[src/rtl/crc8_serial_gen.sv]
module crc8_serial_gen #(
  parameter logic [7:0] POLY = 8'h07
) (
  input  logic       clk,
  input  logic       rst_n,
  input  logic       in_valid,
  output logic       in_ready,
  input  logic [7:0] in_data,
  input  logic       in_sof,
  input  logic       in_eof,
  input  logic [1:0] len_mode,
  input  logic       chk_en,
  output logic       crc_valid,
  output logic [7:0] crc_out,
  output logic       chk_valid,
  output logic       chk_match
);

  function automatic logic [7:0] step(input logic [7:0] c, input logic b);
    return (c[7] ^ b) ? ({c[6:0], 1'b0} ^ POLY) : {c[6:0], 1'b0};
  endfunction

  logic [7:0] crc, sh;
  logic [2:0] bcnt, idx;
  logic       last_q, chk_q, fresh, cmp_pend;

  wire       acc      = in_valid && in_ready;
  wire       clr      = in_sof || fresh;
  wire [2:0] idx_base = clr ? 3'd0 : idx;
  wire       is_last  = (len_mode == 2'b01) ? (idx_base == 3'd2) :
                        (len_mode == 2'b10) ? (idx_base == 3'd6) : in_eof;

  assign in_ready = (bcnt == 3'd0);
  assign crc_out  = crc;

  always_ff @(posedge clk) begin
    if (!rst_n) begin
      crc       <= 8'h00;
      sh        <= 8'h00;
      bcnt      <= 3'd0;
      idx       <= 3'd0;
      last_q    <= 1'b0;
      chk_q     <= 1'b0;
      fresh     <= 1'b1;
      cmp_pend  <= 1'b0;
      crc_valid <= 1'b0;
      chk_valid <= 1'b0;
      chk_match <= 1'b0;
    end else begin
      crc_valid <= 1'b0;
      chk_valid <= 1'b0;
      if (acc && cmp_pend) begin
        chk_valid <= 1'b1;
        chk_match <= (in_data == crc);
        cmp_pend  <= 1'b0;
      end else if (acc) begin
        crc    <= step(clr ? 8'h00 : crc, in_data[0]);
        sh     <= {1'b0, in_data[7:1]};
        bcnt   <= 3'd7;
        last_q <= is_last;
        chk_q  <= chk_en;
        idx    <= is_last ? 3'd0 : idx_base + 3'd1;
        fresh  <= 1'b0;
      end else if (bcnt != 3'd0) begin
        crc  <= step(crc, sh[0]);
        sh   <= {1'b0, sh[7:1]};
        bcnt <= bcnt - 3'd1;
        if (bcnt == 3'd1 && last_q) begin
          crc_valid <= 1'b1;
          cmp_pend  <= chk_q;
          fresh     <= 1'b1;
        end
      end
    end
  end

endmodule


[config.mk]
export PLATFORM = sky130hd
export DESIGN_NAME = crc8_serial_gen
export DESIGN_NICKNAME = d
export VERILOG_FILES = /design/src/rtl/crc8_serial_gen.sv
export SDC_FILE = /design/constraint.sdc
export NUM_CORES = 1
export LEC_CHECK = 0
export CORE_MARGIN = 8
export CORE_UTILIZATION = 51
export DETAILED_ROUTE_END_ITERATION = 10
export PLACE_DENSITY = 0.78
export SLEW_MARGIN = 15
export SYNTH_ARGS = -nofsm -noshare
export SYNTH_HDL_FRONTEND = slang
export SYNTH_SLANG_ARGS = --single-unit
[constraint.sdc]
create_clock -name clk -period 1.88 [get_ports clk]
set_input_delay 0.188 -clock clk [delete_from_list [all_inputs] [get_ports clk]]
set_output_delay 0.188 -clock clk [all_outputs]
set_load 0.01 [all_outputs]
## After elaboration in Yosys (flattened, before gate mapping)

Index checks and enable logic that the tools add are counted.

- Add/sub/neg operators: 2
- Equal/unequal tests: 6
- Mux-type cells: 18
- Bitwise logic cells: 8
- Reductions and logical operators: 14

Operators by type and width:

| operator | count |
|---|---|
| $mux 8 | 5 |
| $mux 3 | 6 |
| $eq 8x8->1 | 1 |
| $mux 1 | 7 |
| $not 3->3 | 2 |
| $reduce_and 3->1 | 2 |
| $not 1->1 | 4 |
| $reduce_and 2->1 | 2 |
| $reduce_bool 2->1 | 2 |
| $reduce_or 4->1 | 1 |
| $add 3x1->3 const B | 1 |
| $eq 3x1->1 const B | 1 |
| $eq 3x2->1 const B | 1 |
| $eq 3x3->1 const B | 1 |
| $logic_and 1x1->1 | 3 |
| $logic_not 3->1 | 1 |
| $reduce_bool 3->1 | 1 |
| $sub 3x1->3 const B | 1 |
| $eq 2x1->1 const B | 1 |
| $eq 2x2->1 const B | 1 |
| $reduce_or 2->1 | 1 |
| $xor 1x1->1 | 2 |
| $logic_or 1x1->1 | 1 |

- Register bits after elaboration: 29
- Output and inout bits: 12
- Word-level logic and storage cells: 59

## Logic depth before layout (Yosys ltp)

Gate-level depths: netlist (run 1).

- Word-level depth: 6
- Gate-level depth with buffers: 9
- Mapped depth without buffers: 8

## Worst setup path after synthesis (run 1)

No wires, ideal clock.

- Path kind: reg-to-reg
- From: reg fresh
- To: reg idx[2]
- Setup time: 0.070 ns
- Data arrival time: 1.616 ns
- Required time: 1.810 ns
- Setup slack: 0.193 ns
- Cell stages (with the launch flop): 9
- Path buffers: 1
- Clock period less this slack: 1.687 ns
- Path through: dfxtp_1 > clkbuf_1 > nor2_1 > and2_1 > ha_1 > or3_1 > a21boi_0 > o211ai_1 > a21oi_1

- Longest elaborated chain between the ends: 6
- Elaborated cells on any way between the ends: 8

RTL lines:

| what | RTL line | RTL |
|---|---|---|
| from (decl) | 25 | `logic last_q, chk_q, fresh, cmp_pend;` |
| from (signal assigned) | 44 | `fresh <= 1'b1;` |
| from (signal assigned) | 63 | `fresh <= 1'b0;` |
| from (signal assigned) | 71 | `fresh <= 1'b1;` |
| $logic_or 1x1->1 * | 28 | `wire clr = in_sof \|\| fresh;` |
| $mux 3 * | 29 | `wire [2:0] idx_base = clr ? 3'd0 : idx;` |
| $eq 3x3->1 | 31 | `(len_mode == 2'b10) ? (idx_base == 3'd6) : in_eof;` |
| $mux 1 | 31 |  |
| $mux 1 | 30 | `wire is_last = (len_mode == 2'b01) ? (idx_base == 3'd2) :` |
| $mux 3 * | 62 | `idx <= is_last ? 3'd0 : idx_base + 3'd1;` |
| to (signal assigned) | 62 |  |
| to (decl) | 24 | `logic [2:0] bcnt, idx;` |

Every way passes the cells marked *; elsewhere a longest branch is shown, timed or not.
A chain may end at the register's enable or synchronous reset.

## Worst setup path after layout (run 1)

- From: reg bcnt[0]
- To: reg crc[2] (netlist: crc_out[2])

- Longest elaborated chain between the ends: 5
- Elaborated cells on any way between the ends: 8

RTL lines:

| what | RTL line | RTL |
|---|---|---|
| from (decl) | 24 |  |
| from (signal assigned) | 67 | `bcnt <= bcnt - 3'd1;` |
| $logic_not 3->1 | 33 | `assign in_ready = (bcnt == 3'd0);` |
| $logic_and 1x1->1 | 27 | `wire acc = in_valid && in_ready;` |
| $logic_and 1x1->1 | 52 | `if (acc && cmp_pend) begin` |
| $not 1->1 (no line) | -- |  |
| $reduce_and 2->1 (no line) | -- |  |
| to (signal assigned) | 57 | `crc <= step(clr ? 8'h00 : crc, in_data[0]);` |
| to (signal assigned) | 65 | `crc <= step(crc, sh[0]);` |
| to (decl) | 23 | `logic [7:0] crc, sh;` |

Parallel ways exist; a longest one is shown, timed or not.

==> impl_metrics.py, run 1 <==
metrics = {
    "worst_setup_path": {
        "critPathKind": "reg -> reg",
        "r2r-start": "bcnt[0]",
        "cp-end-kind": "flip-flop",
        "crit_buf_inv": 2,
        "max_stage_delay_ns": 0.39,
        "crit_family": "compound AO/OA/AOI/OAI gates",
        "crit_slowest_cell": "dfxtp_2",
        "start_kind": "flip-flop",
        "required_ns": 2.12,
        "r2r_slack_ns": 0.15,
        "crit_chain": "inv_1 -> ha_1 -> buf_4 -> nand3b_1 -> o21ai_0 -> and2_1 -> o2111a_1",
        "worst_r2r_path_depth": 7,
        "cp.arrival_ns": 1.97,
        "critPathMaxFanout": 6,
        "reg2reg_to": "crc_out[2]",
    },
    "sta": {
        "skew_ns": 0.0107,
        "max_slew_margin_pct": 64.8,
        "timing.hold.ws_ns": 0.387,
        "fin_crit_ns": 1.73,
        "hold_viol_final": 0,
        "worst_pin_slew_ns": 0.521,
        "rsz0062_at_grt": "false",
        "fin_crit_sh_pct": 92.2,
        "clock.fmax_mhz": 577,
        "slew_viol_final": 0,
        "finalWorstSetupSlack_ns": 0.146,
        "setup_viol": 0,
    },
    "synthesis": {
        "postSynthCellCount": 179,
        "syn_avg_cell_area_sq_um": 8.44,
        "synth_flop_cell": "dfxtp_1",
        "ys_seq_area_share_pct": 37.1,
        "synth_nets": 200,
        "synth_top_area_share_pct": 37.1,
        "synth.distinct_cells": 45,
        "yosysTopAreaCell": "dfxtp_1",
        "synth_edf_count": 0,
        "netlist_area_sq_um": 1510,
        "ys_ff_latch": 28,
        "synthTopCellsByArea": "dfxtp_1 (37%), xnor2_1 (5.8%), nor2_1 (5.7%)",
        "ys_warn_count": 0,
        "synthArstFlopShare_pct": 0,
    },
    "floorplanning": {
        "rows": 19,
        "start_util_pct": 54.3,
        "ios": 28,
        "die_x_um": 70.4,
        "die_y_um": 70.4,
        "dieArea_sq_um": 4960,
        "core_sq_um": 2780,
    },
    "placed_design": {
        "place_congestion": 0.845,
        "placed_cells": 238,
        "place_ws_ns": -0.0117,
        "portBuffers": 27,
        "hpwl_mm": 3.02,
    },
    "global_routing": {
        "gr-total-overflow": 0,
        "grt_pass1_wl_mm": 6.44,
        "grt_util_all_layers_pct": 15.1,
        "antenna_found_initial": 0,
        "grt_max_degree": 23,
        "first_global_vias": 1401,
    },
    "detailed_routing": {
        "via_per_inst": 5.89,
        "route.detailed.drc": 0,
        "wirelength_mm": 3.83,
        "first_pass_iters": 4,
        "antenna_left": 0,
        "wl_per_cell_um": 15.8,
        "route.vias.total": 1426,
        "drt_iter0_markers": 122,
    },
    "power": {
        "ir_drop_v": 0.00134,
        "leakage_nw": 0.725,
        "power_mw": 2.11,
        "power-per-cell-area_nw_per_um2": 1100,
    },
    "status": {
        "status": "completed",
    },
    "clock_network": {
        "cts_buffers": 3,
        "postCtsHoldBufs": 0,
        "postCtsSetupBuffers": 0,
        "post_cts_resized": 1,
        "clock_latency_ns": 0.33,
        "cts.path.max_buffers": 2,
        "cts.sinks": 28,
        "htree_levels": 1,
        "cts_tree": "yes",
        "path_clk_slew_ns": 0.15,
        "cts-root-buf": "clkbuf_4",
    },
    "worst_hold_path": {
        "holdCritStartpoint": "chk_en",
        "holdPathEnd": "chk_q",
        "holdPathStages": 3,
        "hp-class": "in -> reg",
    },
    "layout": {
        "area_delta_synth_final_pct": 26.8,
        "fin_cells": 242,
        "drive_gt1_share_pct": 10.9,
        "multiInputGateArea_sq_um": 880,
        "nNetsFinal": 233,
        "regArea_sq_um": 562,
        "insertedDiodeCount": 0,
        "fillers": 237,
    },
    "run": {
        "maxCapViolations": 0,
    },
}
-- power breakdown --
part / switching, mW / internal [mW]
registers: 0.115 / 0.723
clock network: 0.177 / 0.216
logic: 0.458 / 0.418
-- worst max-delay path by stage --
stage	cells after the start	end	startpoint	slack, ns
2_1_floorplan	8	idx[2]	fresh	0.19
3_3_place_gp	8	idx[2]	in_sof	0.05
3_5_place_dp	8	idx[2]	in_sof	-0.01
4_1_cts	7	crc_out[2]	bcnt[0]	0.07
5_1_grt	7	crc_out[1]	bcnt[0]	0.01
6_report	7	crc_out[2]	bcnt[0]	0.15
-- cells in the mapped netlist (3+ instances only) --
library cell and number:
nand3b_1 3, nand2_1 21, a22oi_1 8, xnor2_1 10
ha_1 5, a311oi_1 6, inv_1 5, o21ai_0 6
dfxtp_1 28, a21oi_1 5, clkbuf_1 7, a21o_1 4
nor2_1 23, buf_2 3, and2_1 5
-- routing by layer --
| metal | share of wire [%] | track usage [%] | vias up |
|---|---|---|---|
| li1 | - | - | 705 |
| met1 | 43 | 18.8 | 674 |
| met2 | 49 | 25.1 | 43 |
| met5 | 0 | 0 | - |
| met4 | 0.76 | 2.23 | 0 |
| met3 | 7.7 | 4.94 | 4 |
-- worst min-delay path, delay by kind of cell --
kind	cells	cell delay (ns)
compound gates	1	0.05
buf+inv	1	0.40
simple gates	1	0.06
-- cell families (layout without fill, tap and decap cells) --
kind of cell               after synthesis  after routing  share of synthesized area [%]
AOI/OAI and AO/OA                       45             45                           22.2
xor gates and xnor gates                10             10                           5.80
adders and majority gates                5              5                           4.14
buffers and inverters                   17             49                           4.72
DFF                                     28             28                           37.1
muxes                                    3              3                           2.15
and+or+nand+nor                         71             71                           23.9
-- cell usage in the layout, fill, tap and decap left out, types with 3 or more instances in the layout --
master           count
and2_1               4
a22oi_1              8
nand3b_1             3
xnor2_1             10
buf_4               12
a311oi_1             6
o21ai_0              6
a21o_1               4
clkdlybuf4s50_1     26
ha_1                 5
inv_1                5
nor2_1              23
clkbuf_4             3
dfxtp_1             27
nand2_1             21
a21oi_1              5
-- state kept, by name, summed over array words and instances (netlist names) --
signal and flops:
fresh 1, crc_out 8, idx 3, last_q 1, chk_valid 1, bcnt 3
cmp_pend 1, chk_q 1, sh 7, chk_match 1, crc_valid 1
-- per-stage QoR --
stage | cell area (sq um) | setup TNS, ns | utilization (%)
final | 1910 | 0 | 68.8
after global routing | 1910 | 0 | 68.8
after CTS | 1910 | 0 | 68.7
after detailed placement | 1860 | -0.0117 | 66.9
after global placement | 1860 | 0 | 66.9
after floorplan | 1510 | 0 | -
-- final cells by class --
| cell class | instances | share of cell area [%] |
|---|---|---|
| timing repair buffer | 39 | 18.8 |
| tap | 31 | 2.03 |
| clock inverter | 1 | 1.57 |
| clock buffer | 3 | 1.18 |
| sequential | 28 | 29.3 |
| inverter | 6 | 1.18 |
| multi-input combinational | 134 | 45.9 |
No activity file was read; power rests on OpenSTA's default activity.
==> run 2, diff against run 1 <==
- CORE_UTILIZATION: 51 -> 46
- PLACE_DENSITY: 0.78 -> 0.74
- clock period: 1.88 -> 1.5 ns (I/O delays scaled with it)
==> impl_metrics.py, run 2 (synthesized netlist as in run 1, its figures left out) <==
metrics = {
    "clock_network": {
        "cts.path.max_buffers": 2,
        "cts-root-buf": "clkbuf_4",
        "clock_latency_ns": 0.34,
        "cts.sinks": 28,
        "path_clk_slew_ns": 0.15,
        "cts_tree": "yes",
        "cts_buffers": 3,
        "postCtsHoldBufs": 0,
        "htree_levels": 1,
    },
    "floorplanning": {
        "dieArea_sq_um": 5370,
        "start_util_pct": 46.7,
        "ios": 28,
        "die_y_um": 73.3,
        "rows": 21,
        "core_sq_um": 3230,
        "die_x_um": 73.3,
    },
    "sta": {
        "skew_ns": 0.00576,
        "fin_crit_ns": 1.57,
        "max_slew_margin_pct": 48.2,
        "finalWorstSetupSlack_ns": -0.0653,
        "rsz0062_at_grt": "true",
        "worst_pin_slew_ns": 0.776,
        "fin_crit_sh_pct": 104,
        "clock.fmax_mhz": 639,
        "slew_viol_final": 0,
        "hold_viol_final": 0,
        "setup_viol": 9,
        "finalSetupTns_ns": -0.382,
    },
    "run": {
        "maxCapViolations": 0,
    },
    "layout": {
        "regArea_sq_um": 579,
        "final_cell_mix": "buf_4 (27), clkdlybuf4s50_1 (23), nor2_1 (21)",
        "multiInputGateArea_sq_um": 1030,
        "stdcell_area_sq_um": 2290,
        "drive_gt1_share_pct": 36.4,
        "fillers": 248,
        "insertedDiodeCount": 0,
        "nNetsFinal": 253,
        "area_delta_synth_final_pct": 51.4,
        "largest_reg_flops": 8,
        "final_common_cell": "buf_4",
    },
    "detailed_routing": {
        "antenna_left": 0,
        "met3WireLength_um": 220,
        "wirelength_mm": 4.55,
        "wl_per_cell_um": 16.4,
        "route.vias.total": 1564,
        "route.detailed.drc": 0,
        "wl_met2_mm": 2.40,
        "via_per_inst": 5.65,
        "top_layer": "met4",
        "first_pass_iters": 4,
        "met1_length_mm": 1.88,
        "drt_iter0_markers": 71,
    },
    "worst_setup_path": {
        "endpoint": "cmp_pend",
        "cp-end-kind": "flip-flop",
        "critPathMaxFanout": 3,
        "crit_chain": "inv_2 -> buf_4 -> ha_1 -> nor4bb_1 -> buf_4 -> mux2i_1 -> nor2_1",
        "critPathKind": "reg -> reg",
        "start_kind": "flip-flop",
        "reg2reg_to": "cmp_pend",
        "required_ns": 1.75,
        "crit_slowest_cell": "nor4bb_1",
        "startpoint": "bcnt[1]",
        "max_stage_delay_ns": 0.37,
        "r2r-start": "bcnt[1]",
        "worst_r2r_path_depth": 7,
        "r2r_slack_ns": -0.07,
        "cp.arrival_ns": 1.81,
        "critical_path.most_common_cell": "buf_4",
    },
    "placed_design": {
        "place_congestion": 0.875,
        "dpl-instance-area_sq_um": 2010,
        "hpwl_mm": 3.17,
        "portBuffers": 27,
        "place_ws_ns": -0.324,
    },
    "power": {
        "power-per-cell-area_nw_per_um2": 1360,
        "ir_drop_v": 0.000856,
        "leakage_nw": 0.893,
    },
    "global_routing": {
        "grt_util_all_layers_pct": 17.0,
        "grt_max_degree": 23,
        "gr-total-overflow": 0,
        "first_global_vias": 1605,
        "antenna_found_initial": 0,
        "grt_pass1_wl_mm": 7.29,
    },
    "status": {
        "status": "finished with violations",
        "violations": "negative setup slack",
    },
    "worst_hold_path": {
        "holdCritStartpoint": "chk_en",
        "hp-class": "in -> reg",
    },
}
==> run 2: cell count changes in the layout (fill, tap and decap cells not counted), sizes merged <==
cell / previous run / this run
clkdlybuf4s50: 26 / 23
buf: 12 / 33
dlymetal6s2s: 0 / 2
==> run 2: layer usage <==
layer	up-vias	GRT usage [%]
li1	752	-
met1	773	18.8
met2	34	31.3
met3	5	3.68
met4	0	5.54
met5	-	0
==> run 2: worst min path at each step <==
stage	end	slack, ns	cells after the start
2_1_floorplan	chk_q	0.29	2
3_3_place_gp	chk_match	0.44	2
3_5_place_dp	chk_match	0.45	2
4_1_cts	chk_q	0.35	3
5_1_grt	chk_q	0.35	3
6_report	chk_q	0.36	3
==> run 2: stage by stage <==
| stage | power [mW] | cells | hold WS [ns] | utilization, % |
|---|---|---|---|---|
| floorplan | 1.80 | 179 | 0.286 | - |
| global placement | 2.28 | 266 | 0.444 | 62.1 |
| detailed placement | 2.35 | 266 | 0.448 | 62.1 |
| CTS | 2.95 | 276 | 0.355 | 67.6 |
| global route | 3.29 | 277 | 0.346 | 70.7 |
| finish | 3.11 | 277 | 0.356 | 70.7 |
==> run 2: timing repair <==
action / CTS / global route
pin swaps: 10 / 17
resized for setup: 28 / 29
endpoints found under the setup margin: 21 / 29
setup buffers: 6 / 1
hold endpoints to repair: 0 / 0
==> run 2: area by class of cell <==
| cell class | count | share of cell area, % |
|---|---|---|
| repair buffers | 59 | 23.5 |
| flip-flops and latches | 28 | 25.3 |
| inverters | 6 | 1.09 |
| multi-input cells | 134 | 45.3 |
| well taps | 46 | 2.52 |
| clock buffers | 3 | 0.985 |
| clock inverters | 1 | 1.31 |
==> run 2: worst max-delay path: cells and delay by family (launching register included) <==
| family | cells | cell delay, ns |
|---|---|---|
| mux | 1 | 0.18 |
| buf+inv | 3 | 0.39 |
| flops | 1 | 0.35 |
| fa+ha+maj | 1 | 0.13 |
| simple gates | 2 | 0.43 |
==> run 2: where the power goes <==
group | leakage [nW] | total (mW) | internal, mW | switching, mW
sequential | 0.233 | 1.09 | 0.922 | 0.171
combinational | 0.633 | 1.52 | 0.798 | 0.718
clock | 0.0279 | 0.501 | 0.271 | 0.231
total | 0.893 | 3.11 | 1.99 | 1.12
